`src/rtl/rbs_pkg.sv`:
```
package rbs_pkg;
   // octet geometry on the line: index 0 is sent first, index 7 is the LSB
   localparam int OCT_W   = 3;
   localparam int LSB_POS = 7;
   // one signalling letter per slot, A in the top bit
   localparam int NIB_W   = 4;

   typedef logic [NIB_W-1:0] abcd_t;
endpackage

```
`src/rtl/rbs_cpu_regs.sv`:
```
module rbs_cpu_regs import rbs_pkg::*; #(
   parameter int NUM_CH     = 24,
   parameter int ADDR_W     = 5,
   parameter int DATA_W     = 8,
   parameter int PAGE_BASE  = 16,
   parameter int PAGE_SLOTS = 16
) (
   input  logic                         clk,
   input  logic                         rst_n,
   input  logic                         we,
   input  logic                         page,
   input  logic [ADDR_W-1:0]            addr,
   input  logic [DATA_W-1:0]            wdata,
   output logic [DATA_W-1:0]            rdata,
   output logic [NUM_CH-1:0][NIB_W-1:0] regs_o
);
   localparam int IDX_W = $clog2(2 * PAGE_SLOTS) + 1;

   generate
      if (PAGE_BASE + PAGE_SLOTS > (1 << ADDR_W)) begin : g_bad_window
         $error("register window does not fit the offset width");
      end
      if (NUM_CH > 2 * PAGE_SLOTS) begin : g_bad_pages
         $error("two pages cannot hold all channels");
      end
      if (DATA_W < NIB_W) begin : g_bad_data
         $error("data width narrower than a signalling nibble");
      end
   endgenerate

   logic             in_window;
   logic [IDX_W-1:0] ch_idx;
   logic             ch_ok;

   always_comb begin
      in_window = (int'(addr) >= PAGE_BASE) && (int'(addr) < PAGE_BASE + PAGE_SLOTS);
      ch_idx    = IDX_W'(int'(page) * PAGE_SLOTS + int'(addr) - PAGE_BASE);
      ch_ok     = in_window && (int'(ch_idx) < NUM_CH);
   end

   generate
      for (genvar g = 0; g < NUM_CH; g++) begin : g_reg
         always_ff @(posedge clk or negedge rst_n) begin
            if (!rst_n)
               regs_o[g] <= '0;
            else if (we && ch_ok && ch_idx == IDX_W'(g))
               regs_o[g] <= wdata[NIB_W-1:0];
         end
      end
   endgenerate

   always_comb begin
      rdata = '0;
      for (int i = 0; i < NUM_CH; i++) begin
         if (ch_ok && ch_idx == IDX_W'(i))
            rdata[NIB_W-1:0] = regs_o[i];
      end
   end

   logic unused_wdata_hi;
   assign unused_wdata_hi = ^wdata[DATA_W-1:NIB_W];
endmodule

```
`src/rtl/rbs_serial_capture.sv`:
```
module rbs_serial_capture import rbs_pkg::*; #(
   parameter int NUM_CH = 24,
   parameter int TS_W   = 5
) (
   input  logic                         clk,
   input  logic                         rst_n,
   input  logic                         f_bit,
   input  logic [TS_W-1:0]              ts_idx,
   input  logic [OCT_W-1:0]             bit_idx,
   input  logic                         ctl_si,
   output logic [NUM_CH-1:0][NIB_W-1:0] shadow_o
);
   localparam int FIRST_POS = LSB_POS - NIB_W + 1;

   generate
      if (NIB_W < 2 || FIRST_POS < 0) begin : g_bad_nib
         $error("nibble must span 2..8 octet bits");
      end
   endgenerate

   logic [NIB_W-2:0] acc_q;
   logic             in_field;
   logic             last_bit;

   assign in_field = !f_bit && (int'(bit_idx) >= FIRST_POS);
   assign last_bit = !f_bit && (bit_idx == OCT_W'(LSB_POS));

   always_ff @(posedge clk or negedge rst_n) begin
      if (!rst_n)
         acc_q <= '0;
      else if (in_field && !last_bit)
         acc_q <= {acc_q[NIB_W-3:0], ctl_si};
   end

   generate
      for (genvar g = 0; g < NUM_CH; g++) begin : g_shadow
         always_ff @(posedge clk or negedge rst_n) begin
            if (!rst_n)
               shadow_o[g] <= '0;
            else if (last_bit && ts_idx == TS_W'(g))
               shadow_o[g] <= {acc_q, ctl_si};
         end
      end
   endgenerate
endmodule

```
`src/rtl/rbs_frame_track.sv`:
```
module rbs_frame_track #(
   parameter int SF_LONG = 24,
   parameter int CNT_W   = 5
) (
   input  logic             clk,
   input  logic             rst_n,
   input  logic             f_bit,
   input  logic             sf_align,
   input  logic             esf_mode,
   input  logic             sig_en,
   output logic [CNT_W-1:0] frm_cnt,
   output logic             started,
   output logic             mode_q,
   output logic             en_q,
   output logic             sf_load
);
   localparam int SF_SHORT = SF_LONG / 2;

   generate
      if (SF_LONG % 4 != 0 || SF_LONG < 4) begin : g_bad_len
         $error("superframe length must be a positive multiple of four");
      end
      if ((1 << CNT_W) <= SF_LONG) begin : g_bad_cnt
         $error("frame counter too narrow");
      end
   endgenerate

   logic at_last;

   always_comb begin
      if (mode_q)
         at_last = (frm_cnt == CNT_W'(SF_LONG - 1));
      else
         at_last = (frm_cnt == CNT_W'(SF_SHORT - 1));
   end

   assign sf_load = f_bit && (!started || sf_align || at_last);

   always_ff @(posedge clk or negedge rst_n) begin
      if (!rst_n) begin
         frm_cnt <= '0;
         started <= 1'b0;
         mode_q  <= 1'b0;
         en_q    <= 1'b0;
      end else if (sf_load) begin
         frm_cnt <= '0;
         started <= 1'b1;
         mode_q  <= esf_mode;
         en_q    <= sig_en;
      end else if (f_bit) begin
         frm_cnt <= frm_cnt + 1'b1;
      end
   end
endmodule

```
`src/rtl/rbs_inserter.sv`:
```
module rbs_inserter import rbs_pkg::*; #(
   parameter int NUM_CH     = 24,
   parameter int SF_LONG    = 24,
   parameter int TS_W       = 5,
   parameter int ADDR_W     = 5,
   parameter int DATA_W     = 8,
   parameter int PAGE_BASE  = 16,
   parameter int PAGE_SLOTS = 16
) (
   input  logic              clk,
   input  logic              rst_n,
   input  logic              sig_en,
   input  logic              esf_mode,
   input  logic              src_reg_sel,
   input  logic              f_bit,
   input  logic              sf_align,
   input  logic [TS_W-1:0]   ts_idx,
   input  logic [2:0]        bit_idx,
   input  logic              din,
   input  logic              ctl_si,
   input  logic              cpu_we,
   input  logic              cpu_page,
   input  logic [ADDR_W-1:0] cpu_addr,
   input  logic [DATA_W-1:0] cpu_wdata,
   output logic [DATA_W-1:0] cpu_rdata,
   output logic              dout
);
   localparam int CNT_W  = $clog2(SF_LONG + 1);
   localparam int N_SLOT = NIB_W;
   localparam int SPACE  = SF_LONG / N_SLOT;

   generate
      if ((1 << TS_W) < NUM_CH) begin : g_bad_ts
         $error("timeslot index too narrow for the channel count");
      end
   endgenerate

   logic [NUM_CH-1:0][NIB_W-1:0] regs;
   logic [NUM_CH-1:0][NIB_W-1:0] shadow;
   logic [NUM_CH-1:0][NIB_W-1:0] snap_q;
   logic [CNT_W-1:0]             frm_cnt;
   logic                         started;
   logic                         mode_q;
   logic                         en_q;
   logic                         sf_load;
   logic [N_SLOT-1:0]            slot_hit;
   abcd_t                        cur_nib;
   logic                         slot_any;
   logic                         slot_bit;
   logic                         ts_ok;
   logic                         ins_now;
   logic                         dout_q;

   rbs_cpu_regs #(
      .NUM_CH(NUM_CH), .ADDR_W(ADDR_W), .DATA_W(DATA_W),
      .PAGE_BASE(PAGE_BASE), .PAGE_SLOTS(PAGE_SLOTS)
   ) i_regs (
      .clk(clk), .rst_n(rst_n), .we(cpu_we), .page(cpu_page),
      .addr(cpu_addr), .wdata(cpu_wdata), .rdata(cpu_rdata), .regs_o(regs)
   );

   rbs_serial_capture #(.NUM_CH(NUM_CH), .TS_W(TS_W)) i_ser (
      .clk(clk), .rst_n(rst_n), .f_bit(f_bit), .ts_idx(ts_idx),
      .bit_idx(bit_idx), .ctl_si(ctl_si), .shadow_o(shadow)
   );

   rbs_frame_track #(.SF_LONG(SF_LONG), .CNT_W(CNT_W)) i_track (
      .clk(clk), .rst_n(rst_n), .f_bit(f_bit), .sf_align(sf_align),
      .esf_mode(esf_mode), .sig_en(sig_en), .frm_cnt(frm_cnt),
      .started(started), .mode_q(mode_q), .en_q(en_q), .sf_load(sf_load)
   );

   // superframe snapshot of the selected source
   generate
      for (genvar g = 0; g < NUM_CH; g++) begin : g_snap
         always_ff @(posedge clk or negedge rst_n) begin
            if (!rst_n)
               snap_q[g] <= '0;
            else if (sf_load)
               snap_q[g] <= src_reg_sel ? regs[g] : shadow[g];
         end
      end
      // slot k sits in the last frame of the k-th quarter of the long superframe
      for (genvar k = 0; k < N_SLOT; k++) begin : g_slot
         assign slot_hit[k] = (frm_cnt == CNT_W'((k + 1) * SPACE - 1));
      end
   endgenerate

   always_comb begin
      cur_nib = '0;
      for (int i = 0; i < NUM_CH; i++) begin
         if (ts_idx == TS_W'(i))
            cur_nib = snap_q[i];
      end
   end

   always_comb begin
      slot_any = 1'b0;
      slot_bit = 1'b0;
      for (int k = 0; k < N_SLOT; k++) begin
         if (slot_hit[k]) begin
            slot_any = 1'b1;
            slot_bit = cur_nib[N_SLOT-1-k];
         end
      end
   end

   assign ts_ok   = int'(ts_idx) < NUM_CH;
   assign ins_now = started && en_q && !f_bit && ts_ok && slot_any &&
                    (bit_idx == 3'(LSB_POS));

   always_ff @(posedge clk or negedge rst_n) begin
      if (!rst_n)
         dout_q <= 1'b0;
      else
         dout_q <= ins_now ? slot_bit : din;
   end

   assign dout = dout_q;
endmodule

```
`config.mk`:
```
export PLATFORM = sky130hd
export DESIGN_NAME = rbs_inserter
export DESIGN_NICKNAME = d
export VERILOG_FILES = /design/src/rtl/rbs_pkg.sv /design/src/rtl/rbs_cpu_regs.sv /design/src/rtl/rbs_serial_capture.sv /design/src/rtl/rbs_frame_track.sv /design/src/rtl/rbs_inserter.sv
export SDC_FILE = /design/constraint.sdc
export NUM_CORES = 1
export LEC_CHECK = 0
export ABC_CLOCK_PERIOD_IN_PS = 2710
export CORE_MARGIN = 2
export CORE_UTILIZATION = 55
export CTS_CLUSTER_SIZE = 8
export DETAILED_ROUTE_END_ITERATION = 7
export PLACE_DENSITY_LB_ADDON = 0.15
export SLEW_MARGIN = 20
export SYNTH_ARGS = -nofsm -noshare
export SYNTH_HDL_FRONTEND = slang
export SYNTH_SLANG_ARGS = --single-unit
```
`constraint.sdc`:
```
create_clock -name clk -period 2.71 [get_ports clk]
set_clock_uncertainty 0.15 [all_clocks]
set_input_delay 0.542 -clock clk [delete_from_list [all_inputs] [get_ports clk]]
set_output_delay 0.542 -clock clk [all_outputs]
set_load 0.01 [all_outputs]
```
## Word-level counts from Yosys, hierarchy flattened

Index checks and enable logic that the tools add are counted.

- Add/subtract/negate cells: 3
- Magnitude comparators: 4
- Equality and inequality tests: 51
- Muxes and demuxes: 84
- Reduce and logical (&&, ||, !) cells: 91

Operators by type and width:

| kind | number |
|---|---|
| 4-bit two-way mux | 72 |
| 1-bit logical AND | 83 |
| 5-bit equality test (second input constant) | 10 |
| 6-bit by 4-bit equality test with 1-bit output (second input constant) | 8 |
| 6-bit by 5-bit equality test with 1-bit output (second input constant) | 8 |
| 5-bit by 4-bit equality test with 1-bit output (second input constant) | 9 |
| 5-bit by 3-bit equality test with 1-bit output (second input constant) | 5 |
| 6-bit by 3-bit equality test with 1-bit output (second input constant) | 4 |
| 6-bit by 2-bit equality test with 1-bit output (second input constant) | 2 |
| 5-bit by 2-bit equality test with 1-bit output (second input constant) | 2 |
| 1-bit two-way mux | 10 |
| 5-bit two-way mux | 2 |
| 5-bit by 5-bit adder with 6-bit output | 1 |
| 6-bit by 1-bit equality test with 1-bit output (second input constant) | 1 |
| 6-bit logical NOT | 1 |
| 6-bit by 5-bit < comparator with 1-bit output (second input constant) | 1 |
| 6-bit subtractor (second input constant) | 1 |
| 5-bit by 1-bit adder with 5-bit output (second input constant) | 1 |
| 5-bit by 1-bit equality test with 1-bit output (second input constant) | 1 |
| 5-bit greater-or-equal comparator (second input constant) | 1 |
| 5-bit logical NOT | 1 |
| 5-bit < comparator (second input constant) | 1 |
| 3-bit equality test (second input constant) | 1 |
| 3-bit greater-or-equal comparator (second input constant) | 1 |
| other kinds (3) | 6 |

- Bits in registers: 300
- Input bits: 32
- Output and inout port bits: 9

## Depth between registers and ports, before layout

- Depth after elaboration: 30
- Depth in mapped cells: 11
- Mapped depth without buffers: 9

## By module

A second synthesis with hierarchy kept.

- Cells, all modules: 1311
- Area total of the unflattened synthesis: 15046.9 um^2

Modules (own cells, without submodules):

| module | times used | cells each | area each (um^2) | sequential area each (um^2) |
|---|---|---|---|---|
| rbs_inserter | 1 | 608 | 5696.7 | 2427.3 |
| rbs_cpu_regs | 1 | 407 | 4902.2 | 2402.3 |
| rbs_serial_capture | 1 | 252 | 3998.8 | 2477.4 |
| rbs_frame_track | 1 | 44 | 449.2 | 200.2 |

## Worst setup path after synthesis

OpenSTA, ideal clock, no wires.

- Path kind: input to output
- From: input port cpu_page
- To: output port cpu_rdata[3]
- Arrival time: 2384 ps
- Path slack: -366 ps
- Cell stages on the path: 10
- Cell sequence: inv_1 > ha_1 > buf_2 > and4bb_2 > buf_2 > a32oi_1 > o31ai_1 > o2bb2ai_1 > o311ai_0 > a311oi_1

- Word-level cells in the longest chain between the ends: 29
- Elaborated cells between the ends (all ways): 76
- Classes of those cells: add/sub (2); order compare (1); eq/ne (23); mux (24); reduce/logical (26)

RTL lines:

| what | RTL line | text |
|---|---|---|
| from (decl) | rbs_inserter.sv:22 | `input logic cpu_page,` |
| 5-bit by 5-bit adder with 6-bit output (*) | rbs_cpu_regs.sv:37 | `ch_idx = IDX_W'(int'(page) * PAGE_SLOTS + int'(addr) - PAGE_BASE);` |
| 6-bit subtractor (*) | rbs_cpu_regs.sv:37 |  |
| 6-bit by 5-bit < comparator with 1-bit output | rbs_cpu_regs.sv:38 | `ch_ok = in_window && (int'(ch_idx) < NUM_CH);` |
| 1-bit logical AND | rbs_cpu_regs.sv:38 |  |
| 1-bit logical AND | rbs_cpu_regs.sv:55 | `if (ch_ok && ch_idx == IDX_W'(i))` |
| 4-bit two-way mux (23 in a row) | rbs_cpu_regs.sv:55 |  |
| 4-bit two-way mux (*) | rbs_cpu_regs.sv:55 |  |
| to (decl) | rbs_inserter.sv:25 | `output logic [DATA_W-1:0] cpu_rdata,` |

Every way passes the cells marked *; elsewhere a longest branch is shown, timed or not.

## Worst setup path after layout

- From: input port cpu_addr[4]
- To: output port cpu_rdata[0]

- Word-level cells in the longest chain between the ends: 29
- Elaborated cells between the ends (all ways): 77
- Classes of those cells: add/sub (2); order compare (2); eq/ne (23); mux (24); reduce/logical (26)

RTL lines:

| what | RTL line | text |
|---|---|---|
| from (decl) | rbs_inserter.sv:23 | `input logic [ADDR_W-1:0] cpu_addr,` |
| 5-bit by 5-bit adder with 6-bit output | rbs_cpu_regs.sv:37 |  |
| 6-bit subtractor | rbs_cpu_regs.sv:37 |  |
| 6-bit by 5-bit < comparator with 1-bit output | rbs_cpu_regs.sv:38 |  |
| 1-bit logical AND | rbs_cpu_regs.sv:38 |  |
| 1-bit logical AND | rbs_cpu_regs.sv:55 |  |
| 4-bit two-way mux (23 in a row) | rbs_cpu_regs.sv:55 |  |
| 4-bit two-way mux (*) | rbs_cpu_regs.sv:55 |  |

Marked as above.

==> flow_summary_export.csv <==
group,metric,value,unit
floorplanning,die_width,168,um
worst_setup_path,critPathMaxFanout,4,
worst_setup_path,cp_slowest_cell,"nor4_4",
hold_path,worstHoldStart,"snap_q[2]",
grt,first_global_vias,11200,
cts,htreeDepth,2,
drt,via_per_inst,6.16,
timing,fin_crit_sh,114,%
timing,final-setup-viol-count,4,
timing,setup_slack,-385,ps
grt,antenna_found_initial,1,
worst_setup_path,cp-start-kind,"input pin",
worst_setup_path,cp-startpoint,"cpu_addr[4]",
pwr,peakVddDrop,440,uV
grt,grt_pass1_wl,68000,um
drt,dr.pass1.iters,5,
run,maxCapViolCount,0,
placement,dp_slack,-1320,ps
timing,timing.final.crit_period,3090,ps
layout,fillCellCount,2043,
layout,areaGrowthSynthToFinish,22.5,%
timing,slew_headroom,54.6,%
cts,clk_latency,530,ps
cts,cts_tree,"yes",
pwr,p_leak,0.00853,uW
drt,finalWirelength,43500,um
worst_setup_path,r2r-start,"i_track.frm_cnt[2]",
grt,grt_use_total,31.7,%
worst_setup_path,worstPathRequired,2020,ps
drt,wire_per_inst,23.9,um
floorplanning,die_area,28300,um2
timing,whs,322,ps
layout,final_nets,1515,
synthesis,synth.distinct_cells,71,
timing,hold_viol,0,
worst_setup_path,cp_top_family,"buffers and inverters",
worst_setup_path,crit_path_cell_trace,"buf_12, buf_8, buf_6, nand2_8, buf_6, nor4_4, buf_4, a32oi_1, a41oi_1, o22ai_1, a32oi_1, o21ai_1, buf_2",
synthesis,ys_warn_count,0,
pwr,power_density,642,nW/um2
floorplanning,ios,41,
drt,final_antenna_net_count,0,
placement,gp_congestion,0.910,
layout,antenna_cells,0,
drt,drcViolationCount,0,
synthesis,async_reset_ff_share,100,%
worst_setup_path,path_buf_inv,6,
worst_setup_path,critPathCaptureType,"primary output",
drt,via_count,11200,
floorplanning,core_area,26700,um2
cts,numCtsBuffers,43,
worst_setup_path,arrival,2400,ps
cts,clock_sinks,300,
worst_setup_path,max_stage_delay,350,ps
layout,most-common-layout-cells,"300 x dfrtp_1, 215 x mux2_2, 168 x buf_4",
synthesis,syn_area,14800,um2
synthesis,syn_avg_cell_area,11.4,um2
worst_setup_path,crit_type,"in -> out",
layout,layout_commonest_cell,"dfrtp_1",
floorplanning,die_y,168,um
synthesis,ys_seq_elements,300,
timing,rsz0062_at_grt,"yes",
synthesis,synth_edf_count,0,
floorplanning,start_util,55.4,%
hold_path,hold_class,"reg -> reg",
drt,first_iter_violations,925,
placement,dp_hpwl,30800,um
timing,slew_viol_final,0,
synthesis,ys_seq_area_share,50.7,%
layout,drive_gt1_share,34.9,%
outcome,status,"finished with violations",
cts,clock_path_buffers,3,
synthesis,netlist_instances,1299,
cts,root_buffer,"clkbuf_16",
timing,fmax,323,MHz
timing,tightest_slew,682,ps
grt,grt-ovfl-total,0,
grt,grt_max_degree,81,
cts,clkTransAtPathRegs,50,ps
floorplanning,num_rows,60,
placement,portBuffers,32,
synthesis,synthFlopType,"dfrtp_1",
outcome,violations,"setup timing",
[per-layer routing]
metal	part of all wire [%]	GRT usage, %
met1	47	48.7
met2	43	45.8
met3	7.3	6.25
met4	2.6	9.60
met5	0.030	0
[worst paths after layout]
kind | to | slack, ps | cells past startpoint
max | cpu_rdata[0] | -380 | 13
min | snap_q[2] | 320 | 2
max reg2reg | snap_q[13] | 350 | 7
min reg2reg | snap_q[2] | 320 | 2
max in group asynchronous | i_regs.regs_o[53] | 1230 | 3
min in group asynchronous | i_ser.shadow_o[0] | 470 | 2
[kinds of logic after synthesis]
kind of cell / synth area share [%]
other: 0.0253
AND/OR/NAND/NOR: 9.80
flip-flops: 50.7
multiplexers: 25.3
adder cells (fa/ha/maj): 0.338
AO/OA/AOI/OAI: 10.4
buffers and inverters: 3.46
[worst min-delay path: stages, from the launching register on]
cell and delay (ps):
dfrtp_1 330, nand2_1 40, o21ai_0 60
[report_power, final]
part	leakage (uW)	switching (uW)	total (uW)	internal, uW
clock network	0.000569	1800	4770	2980
logic	0.00387	971	1720	754
registers	0.00409	290	5160	4870
[sequential cells by signal, summed over array words and instances, names as in the netlist]
register	count
i_ser.acc_q	3
dout	1
i_ser.shadow_o	96
i_track.frm_cnt	5
i_track.mode_q	1
i_track.started	1
i_track.en_q	1
i_regs.regs_o	96
snap_q	96
[repair_timing]
item,CTS,global route
resized for setup,48,33
hold buffers,1,0
pin swaps,20,18
buffers inserted,5,3
endpoints found under the setup margin,4,4
gates cloned,1,0
endpoints found under the hold margin,72,0
[cell usage after synthesis, types with 16 or more instances]
cell type	count	area (um2)
dfrtp_1	300	7510
mux2i_1	108	1080
buf_4	19	143
nand2_1	137	514
o21ai_0	114	571
nor2_1	46	173
a21oi_1	34	170
nor2b_1	16	100
nand3_1	31	155
clkbuf_1	50	188
buf_2	22	110
mux2_2	215	2420
[final cells by class]
type                    instances  area, um2  area share [%]
multi-input cells             894       7000            38.6
clock inverters                 1       30.0           0.165
clock buffers                  45       1130            6.21
inverters                      13       66.3           0.365
repair buffers                227       1990            11.0
well taps                     341        427            2.35
flip-flops and latches        300       7510            41.4
[per-stage QoR]
| step | TNS (ps) | util (%) | std cells | area (um2) | total power (uW) |
|---|---|---|---|---|---|
| 2_1_floorplan | -386 | - | 1302 | 14900 | 5990 |
| 3_3_place_gp | -29510 | 62.7 | 1766 | 16800 | 6840 |
| 3_5_place_dp | -30290 | 62.7 | 1766 | 16800 | 6880 |
| 4_1_cts | -1900 | 67.5 | 1819 | 18000 | 11700 |
| 5_1_grt | -1690 | 67.9 | 1821 | 18100 | 12100 |
| 6_report | -1340 | 67.9 | 1821 | 18100 | 11700 |
No activity file was read; power rests on OpenSTA's default activity.
